[src/rtl/i2c_regs_pkg.sv]
package i2c_regs_pkg;
  localparam int NREG = 9;

  typedef enum logic [2:0] {
    PH_IDLE, PH_ADDR, PH_PTR, PH_WR, PH_RD, PH_SKIP
  } phase_t;

  function automatic logic [7:0] rst_val(input int idx);
    case (idx)
      0: return 8'h11;
      1: return 8'hA7;
      2: return 8'h50;
      3: return 8'hE9;
      5: return 8'h6B;
      default: return 8'h00;
    endcase
  endfunction

  function automatic logic is_rw(input int idx);
    return !(idx == 0 || idx == 6 || idx == 7);
  endfunction
endpackage

[src/rtl/i2c_line_sync.sv]
module i2c_line_sync #(
  parameter int STAGES = 2
) (
  input  logic clk,
  input  logic rst_n,
  input  logic scl_raw,
  input  logic sda_raw,
  output logic sda_s,
  output logic scl_rise,
  output logic scl_fall,
  output logic bus_start,
  output logic bus_stop
);
  logic [STAGES-1:0] scl_pipe, sda_pipe;
  logic scl_d, sda_d, scl_s;

  always_ff @(posedge clk or negedge rst_n) begin
    if (!rst_n) begin
      scl_pipe <= '1;
      sda_pipe <= '1;
      scl_d    <= 1'b1;
      sda_d    <= 1'b1;
    end else begin
      scl_pipe <= {scl_pipe[STAGES-2:0], scl_raw};
      sda_pipe <= {sda_pipe[STAGES-2:0], sda_raw};
      scl_d    <= scl_pipe[STAGES-1];
      sda_d    <= sda_pipe[STAGES-1];
    end
  end

  assign scl_s     = scl_pipe[STAGES-1];
  assign sda_s     = sda_pipe[STAGES-1];
  assign scl_rise  = scl_s & ~scl_d;
  assign scl_fall  = ~scl_s & scl_d;
  assign bus_start = scl_s & scl_d & sda_d & ~sda_s;
  assign bus_stop  = scl_s & scl_d & ~sda_d & sda_s;
endmodule

[src/rtl/i2c_byte_engine.sv]
module i2c_byte_engine
  import i2c_regs_pkg::*;
(
  input  logic       clk,
  input  logic       rst_n,
  input  logic       sda_s,
  input  logic       scl_rise,
  input  logic       scl_fall,
  input  logic       bus_start,
  input  logic       bus_stop,
  input  logic [6:0] dev_addr,
  input  logic [7:0] rd_data,
  output logic       sda_pull,
  output logic       wr_en,
  output logic [7:0] wr_data,
  output logic [7:0] ptr_o
);
  localparam logic [7:0] NREG_B = 8'(NREG);

  phase_t     ph_q;
  logic [3:0] bit_cnt;
  logic [7:0] rx_q, tx_q, ptr_q;
  logic       rw_q, mack_q;
  logic       byte_end, slot_end, ptr_ok;

  assign byte_end = scl_fall && (bit_cnt == 4'd8);
  assign slot_end = scl_fall && (bit_cnt == 4'd9);
  assign ptr_ok   = ptr_q < NREG_B;
  assign wr_en    = (ph_q == PH_WR) && byte_end && ptr_ok;
  assign wr_data  = rx_q;
  assign ptr_o    = ptr_q;

  always_ff @(posedge clk or negedge rst_n) begin
    if (!rst_n) begin
      ph_q     <= PH_IDLE;
      bit_cnt  <= '0;
      rx_q     <= '0;
      tx_q     <= '0;
      ptr_q    <= '0;
      rw_q     <= 1'b0;
      mack_q   <= 1'b0;
      sda_pull <= 1'b0;
    end else if (bus_start) begin
      ph_q     <= PH_ADDR;
      bit_cnt  <= '0;
      sda_pull <= 1'b0;
    end else if (bus_stop) begin
      ph_q     <= PH_IDLE;
      bit_cnt  <= '0;
      sda_pull <= 1'b0;
    end else if (ph_q != PH_IDLE && ph_q != PH_SKIP) begin
      if (scl_rise && bit_cnt < 4'd9) begin
        bit_cnt <= bit_cnt + 4'd1;
        if (bit_cnt < 4'd8) rx_q <= {rx_q[6:0], sda_s};
        else                mack_q <= ~sda_s;
      end
      if (byte_end) begin
        case (ph_q)
          PH_ADDR: if (rx_q[7:1] == dev_addr) begin
                     sda_pull <= 1'b1;
                     rw_q     <= rx_q[0];
                   end else ph_q <= PH_SKIP;
          PH_PTR:  if (rx_q < NREG_B) begin
                     sda_pull <= 1'b1;
                     ptr_q    <= rx_q;
                   end else ph_q <= PH_SKIP;
          PH_WR:   if (ptr_ok) begin
                     sda_pull <= 1'b1;
                     if (ptr_q != 8'd0) ptr_q <= ptr_q + 8'd1;
                   end else ph_q <= PH_SKIP;
          PH_RD:   begin
                     sda_pull <= 1'b0;
                     if (ptr_q != 8'd0) ptr_q <= ptr_q + 8'd1;
                   end
          default: ;
        endcase
      end else if (slot_end) begin
        bit_cnt  <= '0;
        sda_pull <= 1'b0;
        case (ph_q)
          PH_ADDR: if (rw_q) begin
                     ph_q     <= PH_RD;
                     tx_q     <= {rd_data[6:0], 1'b0};
                     sda_pull <= ~rd_data[7];
                   end else ph_q <= PH_PTR;
          PH_PTR:  ph_q <= PH_WR;
          PH_RD:   if (mack_q) begin
                     tx_q     <= {rd_data[6:0], 1'b0};
                     sda_pull <= ~rd_data[7];
                   end else ph_q <= PH_SKIP;
          default: ;
        endcase
      end else if (scl_fall && ph_q == PH_RD && bit_cnt != 4'd0) begin
        sda_pull <= ~tx_q[7];
        tx_q     <= {tx_q[6:0], 1'b0};
      end
    end
  end


  pull_edge_chk: assert property (@(posedge clk) disable iff (!rst_n)
    !$stable(sda_pull) |-> $past(scl_fall || bus_start || bus_stop));

  ptr_zero_hold_chk: assert property (@(posedge clk) disable iff (!rst_n)
    ((ph_q == PH_WR || ph_q == PH_RD) && byte_end && ptr_q == 8'd0) |=> ptr_q == 8'd0);

  addr_nak_chk: assert property (@(posedge clk) disable iff (!rst_n)
    (ph_q == PH_ADDR && byte_end && rx_q[7:1] != dev_addr) |=> (!sda_pull && ph_q == PH_SKIP));

  ptr_nak_chk: assert property (@(posedge clk) disable iff (!rst_n)
    (ph_q == PH_PTR && byte_end && rx_q >= NREG_B) |=> (!sda_pull && $stable(ptr_q)));

  start_clear_chk: assert property (@(posedge clk) disable iff (!rst_n)
    bus_start |=> (bit_cnt == 4'd0 && ph_q == PH_ADDR));
endmodule

[src/rtl/i2c_reg_bank.sv]
module i2c_reg_bank
  import i2c_regs_pkg::*;
(
  input  logic                 clk,
  input  logic                 rst_n,
  input  logic                 wr_en,
  input  logic [7:0]           wr_idx,
  input  logic [7:0]           wr_data,
  input  logic [7:0]           evt_flags,
  input  logic [7:0]           live_stat,
  output logic [NREG-1:0][7:0] regs_o
);
  for (genvar g = 0; g < NREG; g++) begin : g_reg
    if (g == 6) begin : g_evt
      assign regs_o[g] = evt_flags;
    end else if (g == 7) begin : g_live
      assign regs_o[g] = live_stat;
    end else if (is_rw(g)) begin : g_rw
      logic [7:0] q;
      always_ff @(posedge clk or negedge rst_n) begin
        if (!rst_n)                             q <= rst_val(g);
        else if (wr_en && wr_idx == 8'(g))      q <= wr_data;
      end
      assign regs_o[g] = q;
    end else begin : g_const
      assign regs_o[g] = rst_val(g);
    end
  end


  wr_idx_chk: assert property (@(posedge clk) disable iff (!rst_n)
    wr_en |-> wr_idx < 8'(NREG));
endmodule

[src/rtl/chg_port_i2c_target.sv]
module chg_port_i2c_target
  import i2c_regs_pkg::*;
#(
  parameter bit PORT_B      = 1'b0,
  parameter int SYNC_STAGES = 2
) (
  input  logic       clk,
  input  logic       rst_n,
  input  logic       scl_i,
  input  logic       sda_i,
  input  logic       addr_strap_i,
  output logic       sda_pull_o,
  input  logic [7:0] evt_flags_i,
  input  logic [7:0] live_stat_i,
  output logic [7:0] ctrl1_o,
  output logic [7:0] ctrl2_o,
  output logic [7:0] ctrl3_o,
  output logic [7:0] ctrl4_o,
  output logic [7:0] ctrl5_o,
  output logic [7:0] irq_mask_o
);
  logic sda_s, scl_rise, scl_fall, bus_start, bus_stop;
  logic wr_en;
  logic [7:0] wr_data, ptr, rd_data;
  logic [6:0] dev_addr;
  logic [NREG-1:0][7:0] regs;

  assign dev_addr = {3'b010, PORT_B, 2'b10, addr_strap_i};

  i2c_line_sync #(.STAGES(SYNC_STAGES)) u_sync (
    .clk(clk), .rst_n(rst_n), .scl_raw(scl_i), .sda_raw(sda_i),
    .sda_s(sda_s), .scl_rise(scl_rise), .scl_fall(scl_fall),
    .bus_start(bus_start), .bus_stop(bus_stop)
  );

  i2c_byte_engine u_eng (
    .clk(clk), .rst_n(rst_n), .sda_s(sda_s), .scl_rise(scl_rise),
    .scl_fall(scl_fall), .bus_start(bus_start), .bus_stop(bus_stop),
    .dev_addr(dev_addr), .rd_data(rd_data), .sda_pull(sda_pull_o),
    .wr_en(wr_en), .wr_data(wr_data), .ptr_o(ptr)
  );

  i2c_reg_bank u_bank (
    .clk(clk), .rst_n(rst_n), .wr_en(wr_en), .wr_idx(ptr), .wr_data(wr_data),
    .evt_flags(evt_flags_i), .live_stat(live_stat_i), .regs_o(regs)
  );

  always_comb begin
    rd_data = 8'h00;
    for (int i = 0; i < NREG; i++)
      if (ptr == 8'(i)) rd_data = regs[i];
  end

  assign ctrl1_o    = regs[1];
  assign ctrl2_o    = regs[2];
  assign ctrl3_o    = regs[3];
  assign ctrl4_o    = regs[4];
  assign ctrl5_o    = regs[5];
  assign irq_mask_o = regs[8];
endmodule

[config.mk]
export PLATFORM = sky130hd
export DESIGN_NAME = chg_port_i2c_target
export DESIGN_NICKNAME = d
export VERILOG_FILES = /design/src/rtl/i2c_regs_pkg.sv /design/src/rtl/i2c_line_sync.sv /design/src/rtl/i2c_byte_engine.sv /design/src/rtl/i2c_reg_bank.sv /design/src/rtl/chg_port_i2c_target.sv
export SDC_FILE = /design/constraint.sdc
export NUM_CORES = 1
export LEC_CHECK = 0
export ABC_AREA = 1
export BUFFER_PORTS_ARGS = -buffer_cell sky130_fd_sc_hd__buf_2
export CORE_ASPECT_RATIO = 0.5
export CORE_MARGIN = 4
export CORE_UTILIZATION = 25
export DETAILED_ROUTE_END_ITERATION = 8
export GPL_TIMING_DRIVEN = 0
export SYNTH_ARGS = -nofsm -noshare
export SYNTH_HDL_FRONTEND = slang
export SYNTH_SLANG_ARGS = --single-unit
[constraint.sdc]
create_clock -name clk -period 4 [get_ports clk]
set_input_delay 0 -clock clk [delete_from_list [all_inputs] [get_ports clk]]
set_output_delay 0 -clock clk [all_outputs]
set_load 0.03 [all_outputs]
==> flow_summary.json <==
{
  "outcome": "finished, final reports clean",
  "cts_sinks": 87,
  "drc_errors": 0,
  "core_rows": 35,
  "synth_top_flop_cell": "sky130_fd_sc_hd__dfrtp_1",
  "drive_above_1_share_pct": 21.9,
  "io_buffer_count": 69,
  "first_pass_grt_wire_length_um": 22300,
  "worst-slew-pin-transition_ps": 538,
  "max_cap_viol_count": 0,
  "holdWs_ps": 40.1,
  "grt.total_usage_pct": 12.7,
  "finalCritPeriodShare_pct": 57.4,
  "area_growth_pct": 21.4,
  "timing.setup.tns_ps": 0,
  "synthesis.instances": 618,
  "grt.busiest_layer": "met2",
  "timing.max_slew.rel_slack_pct": 64.1,
  "largest_net_degree_at_the_start_of_global_routing": 71,
  "clk_pin_slew_worst_paths_ps": 60,
  "critPathRequiredTime_ps": 4230,
  "report.final.setup_viol": 0,
  "htree_num_levels": 3,
  "synth.net_count": 647,
  "power_per_cell_area_mw_per_mm2": 340,
  "number_of_global_route_vias_before_repair": 4230,
  "detailedPlacementHpwl_um": 10100,
  "timing.clock.skew_ps": 11.2,
  "cts_tree": "done",
  "worstHoldPathType": "in -> reg",
  "grtUsageMet2_pct": 20.8,
  "crit_arrival_ps": 2530,
  "final_wl_um": 13800,
  "place_worst_setup_slack_ps": 1740,
  "fp.dieW_um": 205,
  "detailroute.via_count": 4371,
  "worst-path-max-fanout": 10,
  "postSynthAreaPerCell_um2": 7.81,
  "nets": 732,
  "drt_iter0_drc": 246,
  "fp.dieH_um": 106,
  "sequential_share_of_the_synthesized_area_pct": 45.7,
  "fmax_mhz": 435,
  "ffs_w_async_s_r_synth_pct": 100,
  "critPathKind": "reg -> reg",
  "critPathLaunchType": "flip-flop",
  "vias_per_cell": 4.52,
  "timing.final.crit_period_ps": 2300,
  "netlist_area_mm2": 0.00483,
  "mostFrequentLayoutCells": "sky130_fd_sc_hd__nand2_1, sky130_fd_sc_hd__buf_2, sky130_fd_sc_hd__o21ai_0, sky130_fd_sc_hd__dfrtp_1, sky130_fd_sc_hd__nor2_1",
  "antenna_found_initial": 0,
  "ys_types": 40,
  "grt.overflow.total": 0,
  "routedWlPerCell_um": 14.3,
  "synth.top_cells.by_area": "sky130_fd_sc_hd__dfrtp_1, sky130_fd_sc_hd__nand2_1, sky130_fd_sc_hd__dfstp_2",
  "synth_enable_flop_cells": 0,
  "drt_pass1_iterations": 5,
  "ant_nets": 0,
  "final.setup.worst_slack_ps": 1700,
  "floorplan.core_area_mm2": 0.0187,
  "critical_path.endpoint_type": "flip-flop",
  "design.die.area_mm2": 0.0217,
  "grt_use_met3_pct": 2.19,
  "synth-warning-count": 0,
  "cts.path.max_buffers": 2,
  "post-synth-top-area-fraction_pct": 33.2,
  "ioPinCount": 70,
  "cts-buffers-inserted": 9,
  "antennaDiodeCount": 0,
  "initial_utilization_pct": 25.9,
  "globalplace.congestion": 0.869,
  "yosys.area.top_type": "sky130_fd_sc_hd__dfrtp_1",
  "clock-root-buffer": "sky130_fd_sc_hd__clkbuf_16",
  "pwr_total_mw": 1.99,
  "setup_repair_after_global_routing_missed_its_margin": "no",
  "slew_violations": 0,
  "vdd_ir_drop_max_v": 0.000206,
  "groute.layer.met1.usage_pct": 16.8,
  "timing_hold_violations_final": 0,
  "clkLatencyLatePin_ps": 350,
  "mostFrequentLayoutCell": "sky130_fd_sc_hd__nand2_1",
  "p_leak_nw": 2.86,
  "ys_seq_elements": 87
}
synth_stat cells, drive strengths merged, types with 6 or more instances:
library cell / n
dfstp: 23
nor3: 13
ha: 8
buf: 11
dfrtp: 64
o21ai: 82
a21oi: 37
inv: 58
nand2: 187
nand3: 32
nor2: 66
or2: 6
logic make-up after synthesis:
group / synth area share (%)
xor gates and xnor gates: 0.907
adders and majority gates: 2.07
DFF: 45.7
and+or+nand+nor: 28.9
buffers and inverters: 7.13
AOI/OAI and AO/OA: 15.3
per-layer routing:
layer	part of all wire, %	wire, um	up-vias
met5	0	0	-
met4	2.8	381	0
met3	2.8	381	29
met2	47	6460	85
met1	48	6560	2068
li1	-	-	2189
state kept, by name, summed over array words and instances, names as in the netlist:
register and flops:
u_eng.mack_q 1, u_sync.sda_pipe 2, u_eng.ph_q 3, u_eng.rw_q 1
u_eng.tx_q 7, u_eng.wr_data 8, u_eng.ptr_o 8, u_sync.scl_d 1
u_eng.bit_cnt 4, u_bank.g.g_rw.q 48, u_eng.sda_pull 1, u_sync.sda_d 1
u_sync.scl_pipe 2
final cells by class:
class	count	area (um2)
buffer	15	123
clock buffer	9	225
clock inverter	6	68.8
fill	2021	12800
inverter	59	221
multi-input combinational	457	2280
sequential	87	2210
tap	259	324
timing repair buffer	74	415
stage by stage:
stage | instance area (um2) | util (%) | cells
after global placement | 5500 | 29.5 | 946
final | 5860 | 31.4 | 966
after global routing | 5860 | 31.4 | 966
after detailed placement | 5530 | 29.6 | 947
after CTS | 5860 | 31.4 | 966
after floorplan | 4830 | - | 618
timing repair:
action	4_1_cts	5_1_grt
endpoints found under the hold margin	73	0
hold buffers	4	0
setup buffers	0	0
gates resized for setup	0	0
critical path: stages (launching register included):
cell and delay (ps):
sky130_fd_sc_hd__dfrtp_1 420, sky130_fd_sc_hd__inv_1 160, sky130_fd_sc_hd__ha_1 170, sky130_fd_sc_hd__inv_1 60, sky130_fd_sc_hd__nor2_1 150, sky130_fd_sc_hd__nand2_1 170, sky130_fd_sc_hd__buf_4 220, sky130_fd_sc_hd__or2_1 210
sky130_fd_sc_hd__nand3_1 90, sky130_fd_sc_hd__nand3_1 110, sky130_fd_sc_hd__nand2_1 80, sky130_fd_sc_hd__nand2_1 70, sky130_fd_sc_hd__nand2_1 80, sky130_fd_sc_hd__nand2_1 60, sky130_fd_sc_hd__nand2_1 70, sky130_fd_sc_hd__a21oi_1 70
final timing paths:
check	slack (ps)	from	depth (start not counted)	end
hold / removal	40	live_stat_i[2]	5	u_eng.tx_q[3]$_DFFE_PN0P_
setup reg to reg	1700	u_eng.ptr_o[0]$_DFFE_PN0P_	15	u_eng.tx_q[6]$_DFFE_PN0P_
min in group asynchronous	80	rst_n	2	u_eng.wr_data[2]$_DFFE_PN0P_
setup / recovery	1700	u_eng.ptr_o[0]$_DFFE_PN0P_	15	u_eng.tx_q[6]$_DFFE_PN0P_
max in group asynchronous	3270	rst_n	3	u_bank.g_reg[5].g_rw.q[3]$_DFFE_PN1P_
hold reg to reg	360	u_sync.scl_pipe[0]$_DFF_PN1_	0	u_sync.scl_pipe[1]$_DFF_PN1_
power by group:
part           switching, mW  internal [mW]  total (mW)
sequential            0.0230          0.908       0.931
clock                  0.366          0.485       0.852
combinational          0.151         0.0595       0.211
total                  0.541           1.45        1.99
No activity file was read; power rests on OpenSTA's default activity.
